`config.mk`:
```
export PLATFORM = sky130hd
export DESIGN_NAME = gpio_edge_irq
export DESIGN_NICKNAME = d
export VERILOG_FILES = /design/src/rtl/gpio_edge_pkg.sv /design/src/rtl/gpio_rst_sync.sv /design/src/rtl/gpio_in_sync.sv /design/src/rtl/gpio_edge_det.sv /design/src/rtl/gpio_w1c_sts.sv /design/src/rtl/gpio_edge_irq.sv
export SDC_FILE = /design/constraint.sdc
export NUM_CORES = 1
export LEC_CHECK = 0
export BUFFER_PORTS_ARGS = -buffer_cell sky130_fd_sc_hd__buf_2
export CAP_MARGIN = 20
export CORE_ASPECT_RATIO = 1.25
export CORE_MARGIN = 4
export CORE_UTILIZATION = 60
export CTS_BUF_LIST = sky130_fd_sc_hd__clkbuf_2
export DETAILED_ROUTE_END_ITERATION = 8
export GPL_ROUTABILITY_DRIVEN = 0
export HOLD_SLACK_MARGIN = 0.03
export PLACE_DENSITY = 0.94
export SLEW_MARGIN = 30
export SYNTH_ARGS = -nofsm -noshare
export SYNTH_HDL_FRONTEND = slang
export SYNTH_HIERARCHICAL = 1
export SYNTH_SLANG_ARGS = --single-unit
```
`constraint.sdc`:
```
create_clock -name clk -period 5.45 [get_ports clk]
set_input_delay 0 -clock clk [delete_from_list [all_inputs] [get_ports clk]]
set_output_delay 0 -clock clk [all_outputs]
set_load 0.02 [all_outputs]
```
`src/rtl/gpio_edge_pkg.sv`:
```
package gpio_edge_pkg;
  localparam int unsigned ADDR_W = 3;

  typedef enum logic [ADDR_W-1:0] {
    REG_DIR  = 3'd0,
    REG_DIN  = 3'd1,
    REG_DOUT = 3'd2,
    REG_REN  = 3'd3,
    REG_FEN  = 3'd4,
    REG_RSTS = 3'd5,
    REG_FSTS = 3'd6,
    REG_NONE = 3'd7
  } reg_sel_e;

  localparam int unsigned NUM_POL = 2;
  localparam int unsigned POL_RISE = 0;
  localparam int unsigned POL_FALL = 1;
endpackage

```
`src/rtl/gpio_rst_sync.sv`:
```
module gpio_rst_sync (
  input  logic clk,
  input  logic rst_n,
  output logic rst_sync_n
);
  logic [1:0] stage_q;

  always_ff @(posedge clk or negedge rst_n) begin
    if (!rst_n) stage_q <= 2'b00;
    else        stage_q <= {stage_q[0], 1'b1};
  end

  assign rst_sync_n = stage_q[1];
endmodule

```
`src/rtl/gpio_in_sync.sv`:
```
module gpio_in_sync #(
  parameter int unsigned W = 16
) (
  input  logic         clk,
  input  logic         rst_n,
  input  logic [W-1:0] async_in,
  output logic [W-1:0] sync_out
);
  logic [W-1:0] meta_q;
  logic [W-1:0] stab_q;

  always_ff @(posedge clk or negedge rst_n) begin
    if (!rst_n) begin
      meta_q <= '0;
      stab_q <= '0;
    end else begin
      meta_q <= async_in;
      stab_q <= meta_q;
    end
  end

  assign sync_out = stab_q;
endmodule

```
`src/rtl/gpio_edge_det.sv`:
```
module gpio_edge_det #(
  parameter int unsigned W = 16
) (
  input  logic         clk,
  input  logic         rst_n,
  input  logic [W-1:0] level,
  output logic [W-1:0] rise,
  output logic [W-1:0] fall
);
  logic [W-1:0] prev_q;

  always_ff @(posedge clk or negedge rst_n) begin
    if (!rst_n) prev_q <= '0;
    else        prev_q <= level;
  end

  assign rise = level & ~prev_q;
  assign fall = ~level & prev_q;
endmodule

```
`src/rtl/gpio_w1c_sts.sv`:
```
module gpio_w1c_sts #(
  parameter int unsigned W = 16
) (
  input  logic         clk,
  input  logic         rst_n,
  input  logic [W-1:0] set_vec,
  input  logic         clr_en,
  input  logic [W-1:0] clr_mask,
  output logic [W-1:0] sts
);
  logic [W-1:0] sts_q;
  logic [W-1:0] sts_d;
  logic [W-1:0] clr_eff;

  always_comb begin
    clr_eff = clr_en ? clr_mask : '0;
    sts_d   = (sts_q & ~clr_eff) | set_vec;
  end

  always_ff @(posedge clk or negedge rst_n) begin
    if (!rst_n) sts_q <= '0;
    else        sts_q <= sts_d;
  end

  assign sts = sts_q;
endmodule

```
`src/rtl/gpio_edge_irq.sv`:
```
module gpio_edge_irq
  import gpio_edge_pkg::*;
#(
  parameter int unsigned W = 16
) (
  input  logic              clk,
  input  logic              rst_n,
  input  logic              bus_wr,
  input  logic              bus_rd,
  input  logic [ADDR_W-1:0] bus_addr,
  input  logic [W-1:0]      bus_wdata,
  output logic [W-1:0]      bus_rdata,
  input  logic [W-1:0]      pin_in,
  output logic [W-1:0]      pin_out,
  output logic [W-1:0]      pin_oe,
  output logic              irq
);
  localparam int unsigned NB = W / 8;

  logic         rst_i_n;
  logic [W-1:0] wdata_int;
  logic [W-1:0] pin_sync;
  logic [W-1:0] rise_evt;
  logic [W-1:0] fall_evt;
  logic [W-1:0] dir_q, dir_d;
  logic [W-1:0] dout_q, dout_d;
  logic [W-1:0] rise_en_q, rise_en_d;
  logic [W-1:0] fall_en_q, fall_en_d;
  logic [W-1:0] rdata_q, rdata_d;
  logic [W-1:0] rise_sts;
  logic [W-1:0] fall_sts;
  logic         wr_dir, wr_dout, wr_ren, wr_fen, wr_rsts, wr_fsts;

  logic [NUM_POL-1:0][W-1:0] evt_v;
  logic [NUM_POL-1:0][W-1:0] en_v;
  logic [NUM_POL-1:0][W-1:0] sts_v;
  logic [NUM_POL-1:0]        clr_v;

  gpio_rst_sync u_rst (
    .clk        (clk),
    .rst_n      (rst_n),
    .rst_sync_n (rst_i_n)
  );

  // Big-endian register words: byte lane b on the bus maps to lane NB-1-b inside.
  for (genvar b = 0; b < NB; b++) begin : g_swap
    assign wdata_int[b*8 +: 8] = bus_wdata[(NB-1-b)*8 +: 8];
    assign bus_rdata[b*8 +: 8] = rdata_q[(NB-1-b)*8 +: 8];
  end

  gpio_in_sync #(.W(W)) u_sync (
    .clk      (clk),
    .rst_n    (rst_i_n),
    .async_in (pin_in),
    .sync_out (pin_sync)
  );

  gpio_edge_det #(.W(W)) u_edge (
    .clk   (clk),
    .rst_n (rst_i_n),
    .level (pin_sync),
    .rise  (rise_evt),
    .fall  (fall_evt)
  );

  // Write decode
  always_comb begin
    wr_dir  = bus_wr && (bus_addr == REG_DIR);
    wr_dout = bus_wr && (bus_addr == REG_DOUT);
    wr_ren  = bus_wr && (bus_addr == REG_REN);
    wr_fen  = bus_wr && (bus_addr == REG_FEN);
    wr_rsts = bus_wr && (bus_addr == REG_RSTS);
    wr_fsts = bus_wr && (bus_addr == REG_FSTS);
  end

  // Per-polarity status registers
  assign evt_v[POL_RISE] = rise_evt;
  assign evt_v[POL_FALL] = fall_evt;
  assign en_v[POL_RISE]  = rise_en_q;
  assign en_v[POL_FALL]  = fall_en_q;
  assign clr_v[POL_RISE] = wr_rsts;
  assign clr_v[POL_FALL] = wr_fsts;

  for (genvar p = 0; p < NUM_POL; p++) begin : g_pol
    gpio_w1c_sts #(.W(W)) u_sts (
      .clk      (clk),
      .rst_n    (rst_i_n),
      .set_vec  (evt_v[p] & en_v[p]),
      .clr_en   (clr_v[p]),
      .clr_mask (wdata_int),
      .sts      (sts_v[p])
    );
  end

  assign rise_sts = sts_v[POL_RISE];
  assign fall_sts = sts_v[POL_FALL];

  // Next state of the control registers and read data
  always_comb begin
    dir_d     = wdata_int;
    dout_d    = wdata_int;
    rise_en_d = wdata_int;
    fall_en_d = wdata_int;
    rdata_d   = '0;
    case (bus_addr)
      REG_DIR:  rdata_d = dir_q;
      REG_DIN:  rdata_d = pin_sync;
      REG_DOUT: rdata_d = dout_q;
      REG_REN:  rdata_d = rise_en_q;
      REG_FEN:  rdata_d = fall_en_q;
      REG_RSTS: rdata_d = rise_sts;
      REG_FSTS: rdata_d = fall_sts;
      default:  rdata_d = '0;
    endcase
  end

  always_ff @(posedge clk or negedge rst_i_n) begin
    if (!rst_i_n) begin
      dir_q     <= '0;
      dout_q    <= '0;
      rise_en_q <= '0;
      fall_en_q <= '0;
      rdata_q   <= '0;
    end else begin
      if (wr_dir)  dir_q     <= dir_d;
      if (wr_dout) dout_q    <= dout_d;
      if (wr_ren)  rise_en_q <= rise_en_d;
      if (wr_fen)  fall_en_q <= fall_en_d;
      if (bus_rd)  rdata_q   <= rdata_d;
    end
  end

  assign pin_oe  = dir_q;
  assign pin_out = dout_q;
  assign irq     = |((rise_sts & rise_en_q) | (fall_sts & fall_en_q));
endmodule

```
* After elaboration in Yosys (flattened, before gate mapping) *
Cells that the tools add are included.

word-level totals
  bits in registers = 162
  bits of input ports = 39
  output and inout bits = 49

operators by class
  equal/unequal tests = 6
  muxes and demuxes = 3
  bitwise operators = 15
  reduce and logical (&&, ||, !) cells = 8

operators by type and width
  kind                                                  number
  AND 16 bit                                            8
  case mux 16 bit (7 select lines)                      1
  NOT 16 bit                                            4
  bitwise OR 16 bit                                     3
  2-to-1 mux 16 bit                                     2
  OR reduction 16 bit                                   1
  equality test 3 bit (second input constant)           3
  equality test 3 x 2 -> 1 bit (second input constant)  2
  logical AND 1 bit                                     6
  equality test 3 x 1 -> 1 bit (second input constant)  1
  zero test 3 bit                                       1

* Depth between registers and ports, before layout *
  word-level depth = 6
  gate-level depth with buffers = 8

* By module *
The synthesis kept the hierarchy.

modules (own cells, without submodules)
  module         times used  cells an instance  area an instance (sq um)  sequential area each (sq um)
  gpio_edge_irq  1           376                4347.9                    2001.9
  gpio_w1c_sts   2           50                 611.8                     400.4
  gpio_in_sync   1           32                 800.8                     800.8
  gpio_edge_det  1           48                 680.7                     400.4
  gpio_rst_sync  1           3                  53.8                      50.0

* Worst setup path after synthesis *
OpenSTA, ideal clock, no wires.

  kind = register to output
  start = register fall_en_q[1]
  end = output irq
  data arrival time = 1.277 ns
  required time = 5.450 ns
  slack = 4.173 ns
  stages on the path, launching flop included = 4
  cells stage by stage = dfrtp_1 a22oi_1 nand4_1 or4_1

on the way
  cells in the longest elaborated chain, start to end = 3

RTL lines
  what                      line                  source
  start: declaration        gpio_edge_irq.sv:28   logic [W-1:0] fall_en_q, fall_en_d;
  start signal: assignment  gpio_edge_irq.sv:128  if (wr_fen) fall_en_q <= fall_en_d;
  AND 16 bit                gpio_edge_irq.sv:135  assign irq = |((rise_sts & rise_en_q) | (fall_sts & fall_en_q));
  bitwise OR 16 bit         gpio_edge_irq.sv:135
  OR reduction 16 bit       gpio_edge_irq.sv:135
  end: declaration          gpio_edge_irq.sv:16   output logic irq

Every way passes these cells.

* Worst setup path in the final report *
  start = input bus_addr[2]
  end = register dout_q[11] (netlist: pin_out[11])

on the way
  cells in the longest elaborated chain, start to end = 2

RTL lines
  what                          line                  source
  start: declaration            gpio_edge_irq.sv:10   input logic [ADDR_W-1:0] bus_addr,
  equality test 3 x 2 -> 1 bit  gpio_edge_irq.sv:69   wr_dout = bus_wr && (bus_addr == REG_DOUT);
  logical AND 1 bit             gpio_edge_irq.sv:69
  end signal: assignment        gpio_edge_irq.sv:126  if (wr_dout) dout_q <= dout_d;
  end: declaration              gpio_edge_irq.sv:26   logic [W-1:0] dout_q, dout_d;

Every way passes these cells.
A chain may end at the register's enable or synchronous reset.

==> impl_metrics.toml <==
[critical_path]
worstPathRequired_ns = 6.06
worstPathArrival_ns = 3.16
critPathCapture = "pin_out[11]"
critical_path_class = "primary input to flop"
worst_setup_path_end_kind = "flop"
cp_cell_sequence = "dlygate4sd3_1 -> buf_2 -> nand2b_1 -> nor2_4 -> mux2_2 -> dlygate4sd3_1"
rr_worst_depth = 4
critical-path-top-delay-family = "buffers and inverters"
timing.critical_path.from = "bus_addr[2]"
critical_path.slowest_cell = "nor2_4"
regToRegEndpoint = "rdata_q[1]"
cp_num_cells = 6
startpoint_type = "primary input"
worst_path_most_repeated_cell = "dlygate4sd3_1"
largest_stage_delay_worst_path_ns = 0.63
path_max_fanout = 48
critical_path.n_buffers_inverters = 3
worst_r2r_src = "rise_en_q[1]"
register_to_register_path_setup_slack_ns = 3.65

[clock_network]
clk_pin_slew_ns = 0.20
cts_inserted_buffers = 17
resized_gates_after_cts = 0
clockRootBuffer = "clkbuf_2"
clock_sinks = 162
max-clock-path-buffers = 2
clk-insertion-delay-late_ns = 0.72
htreeDepth = 4
tritoncts = "yes"

[route]
detail_route.first_pass.iterations = 6
wl_per_cell_um = 20.1
drtAntennaViolNets = 0
finalWirelength_mm = 17.6
num_vias = 5290
detail_route.vias_per_cell = 6.07
post-route-drc-count = 0
drt_first_iter_violations = 496

[synthesis]
postSynthNetCount = 598
synth.yosys.seq_area_share = 0.570
async_reset_ff_frac = 1.00
synth_enable_flop_cells = 0
synth_ff_type = "dfrtp_1"
ys_top_cells_by_area = "dfrtp_1 (57%), mux2_2 (11%), and2b_2 (3.9%), mux2i_1 (3.8%), a21o_1 (3.4%)"
yosys.cell_types.count = 38
post_synth.cell_area_avg_um2 = 12.7
post-synth-top-area-cell = "dfrtp_1"
synthesis.instances = 559
postSynthRegisterBits = 162
synthesis.yosys.warnings = 6
synth_area_mm2 = 0.00711
portion_of_synthesized_cell_area_occupied_by_the_leading_cell_type = 0.570

[final_layout]
layout_commonest_cell = "dfrtp_1"
final_nets = 737
final_layout_size_suffix_gt1_frac = 0.324
instances_no_fill = 872
area_delta_synth_final_pct = 18.7
final_cell_mix = "dfrtp_1 (161), buf_2 (87), mux2_2 (67), dlygate4sd3_1 (57), nand2_1 (35)"

[status]
run_status = "complete, no violations"

[timing]
relSlewSlack = 0.315
grt_setup_unrepaired = "no"
max_freq_mhz = 391
final_period_minus_worst_setup_slack_ns = 2.56
final.setup.tns_ns = 0
timing.final.crit_share = 0.469
max_slew.worst_pin.slew_ns = 1.02
hold_viol_final = 0
timing_max_transition_violations_final = 0
finClkSkew_ns = 0.0231
report.final.setup_viol = 0

[die]
io-pin-count = 88
fp.dieArea_mm2 = 0.0137
start_util = 0.612
core_region_area_mm2 = 0.0116
dieHeight_um = 130
rows = 44
die_w_um = 105

[placement]
port-buffer-count = 87
placed_cells_incl_taps = 783
half_perimeter_wire_length_after_detailed_placement_mm = 11.1

[job]
timing.max_cap.violations = 0

[grt]
antenna_found_initial = 1
track_usage = 0.268
largest_net_degree_at_the_start_of_global_routing = 82
grt_remaining_overflow = 0
first_global_vias = 5549
wire_length_of_the_first_global_routing_pass_mm = 28.5

[pwr]
p_leak_uw = 0.00383
power.density_cell_area_mw_per_mm2 = 352
peakVddDrop_mv = 0.190

[min_path]
worstHoldPathType = "primary input to asynchronous set/reset pin"
[per-layer routing]
metal	up-vias	wire, um	part of all wire	GRT usage
li1	2271	-	-	-
met1	2643	6660	0.38	0.329
met2	312	8820	0.50	0.451
met3	64	1460	0.083	0.0643
met4	0	624	0.036	0.127
met5	-	0	0	0
[repair_timing]
action,4_1_cts,5_1_grt
hold buffers,57,0
buffers inserted,0,0
hold endpoints to repair,130,0
[kinds of logic after synthesis]
family / share of synthesized area
compound gates: 0.116
buf+inv: 0.0290
flops: 0.570
mux: 0.149
other cells: 0.000528
simple gates: 0.135
[cell type report]
class                   count  area, um2
diodes                      1       2.50
inverters                   1       3.75
clock inverters            10        160
multi-input cells         367       2850
fillers                   723       3180
repair buffers            149       1050
flip-flops and latches    162       4060
clock buffers              21        105
well taps                 161        201
[where the power goes]
part           total (uW)  switching [uW]  internal [uW]  leakage (uW)
Sequential           1600             198           1400       0.00187
Combinational         658             337            321       0.00180
Clock                 710             405            304      0.000154
[synth_stat cells, drive strengths merged, types with 5 or more instances]
| cell type | number |
|---|---|
| a21o | 32 |
| a21oi | 26 |
| a22o | 11 |
| a22oi | 20 |
| and2 | 32 |
| and2b | 32 |
| buf | 17 |
| clkbuf | 12 |
| dfrtp | 162 |
| mux2 | 68 |
| mux2i | 27 |
| nand2 | 35 |
| nand2b | 14 |
| nand3 | 5 |
| nor2 | 26 |
| o221ai | 11 |
[flip-flops by register name, indices dropped and copies added, names as in the netlist]
register,flops
fall_en_q,16
pin_oe,16
u_sync/meta_q,16
rdata_q,16
u_sync/sync_out,16
pin_out,16
u_rst/stage_q,2
g_pol.u_sts/sts,32
u_edge/prev_q,16
rise_en_q,16
[worst register-to-register path: cells and delay by family, from the launching register on]
kind	cells	cell delay, ns
AOI/OAI and AO/OA	1	0.10
muxes	1	0.47
DFF	1	0.45
and+or+nand+nor	1	0.11
buffers and inverters	1	0.58
[stage by stage]
step / hold WS [ns] / total power (uW) / utilization / cell area (um2) / setup slack [ns]
finish: 0.110 / 2970 / 0.726 / 8430 / 2.89
floorplan: -0.296 / 1990 / - / 7110 / 0.602
global placement: -0.215 / 2180 / 0.652 / 7570 / 3.16
CTS: 0.0635 / 2950 / 0.725 / 8420 / 3.03
global route: 0.0951 / 3090 / 0.726 / 8430 / 2.89
detailed placement: -0.213 / 2230 / 0.653 / 7590 / 3.25
[worst min path at each step]
stage / slack (ns) / from / end
floorplan: -0.30 / rst_n / u_rst/stage_q[0]
global placement: -0.21 / rst_n / u_rst/stage_q[0]
detailed placement: -0.21 / rst_n / u_rst/stage_q[0]
CTS: 0.06 / rst_n / u_rst/stage_q[1]
global route: 0.1 / rst_n / u_rst/stage_q[1]
finish: 0.11 / rst_n / u_rst/stage_q[1]
(Power assumes the default switching activity.)
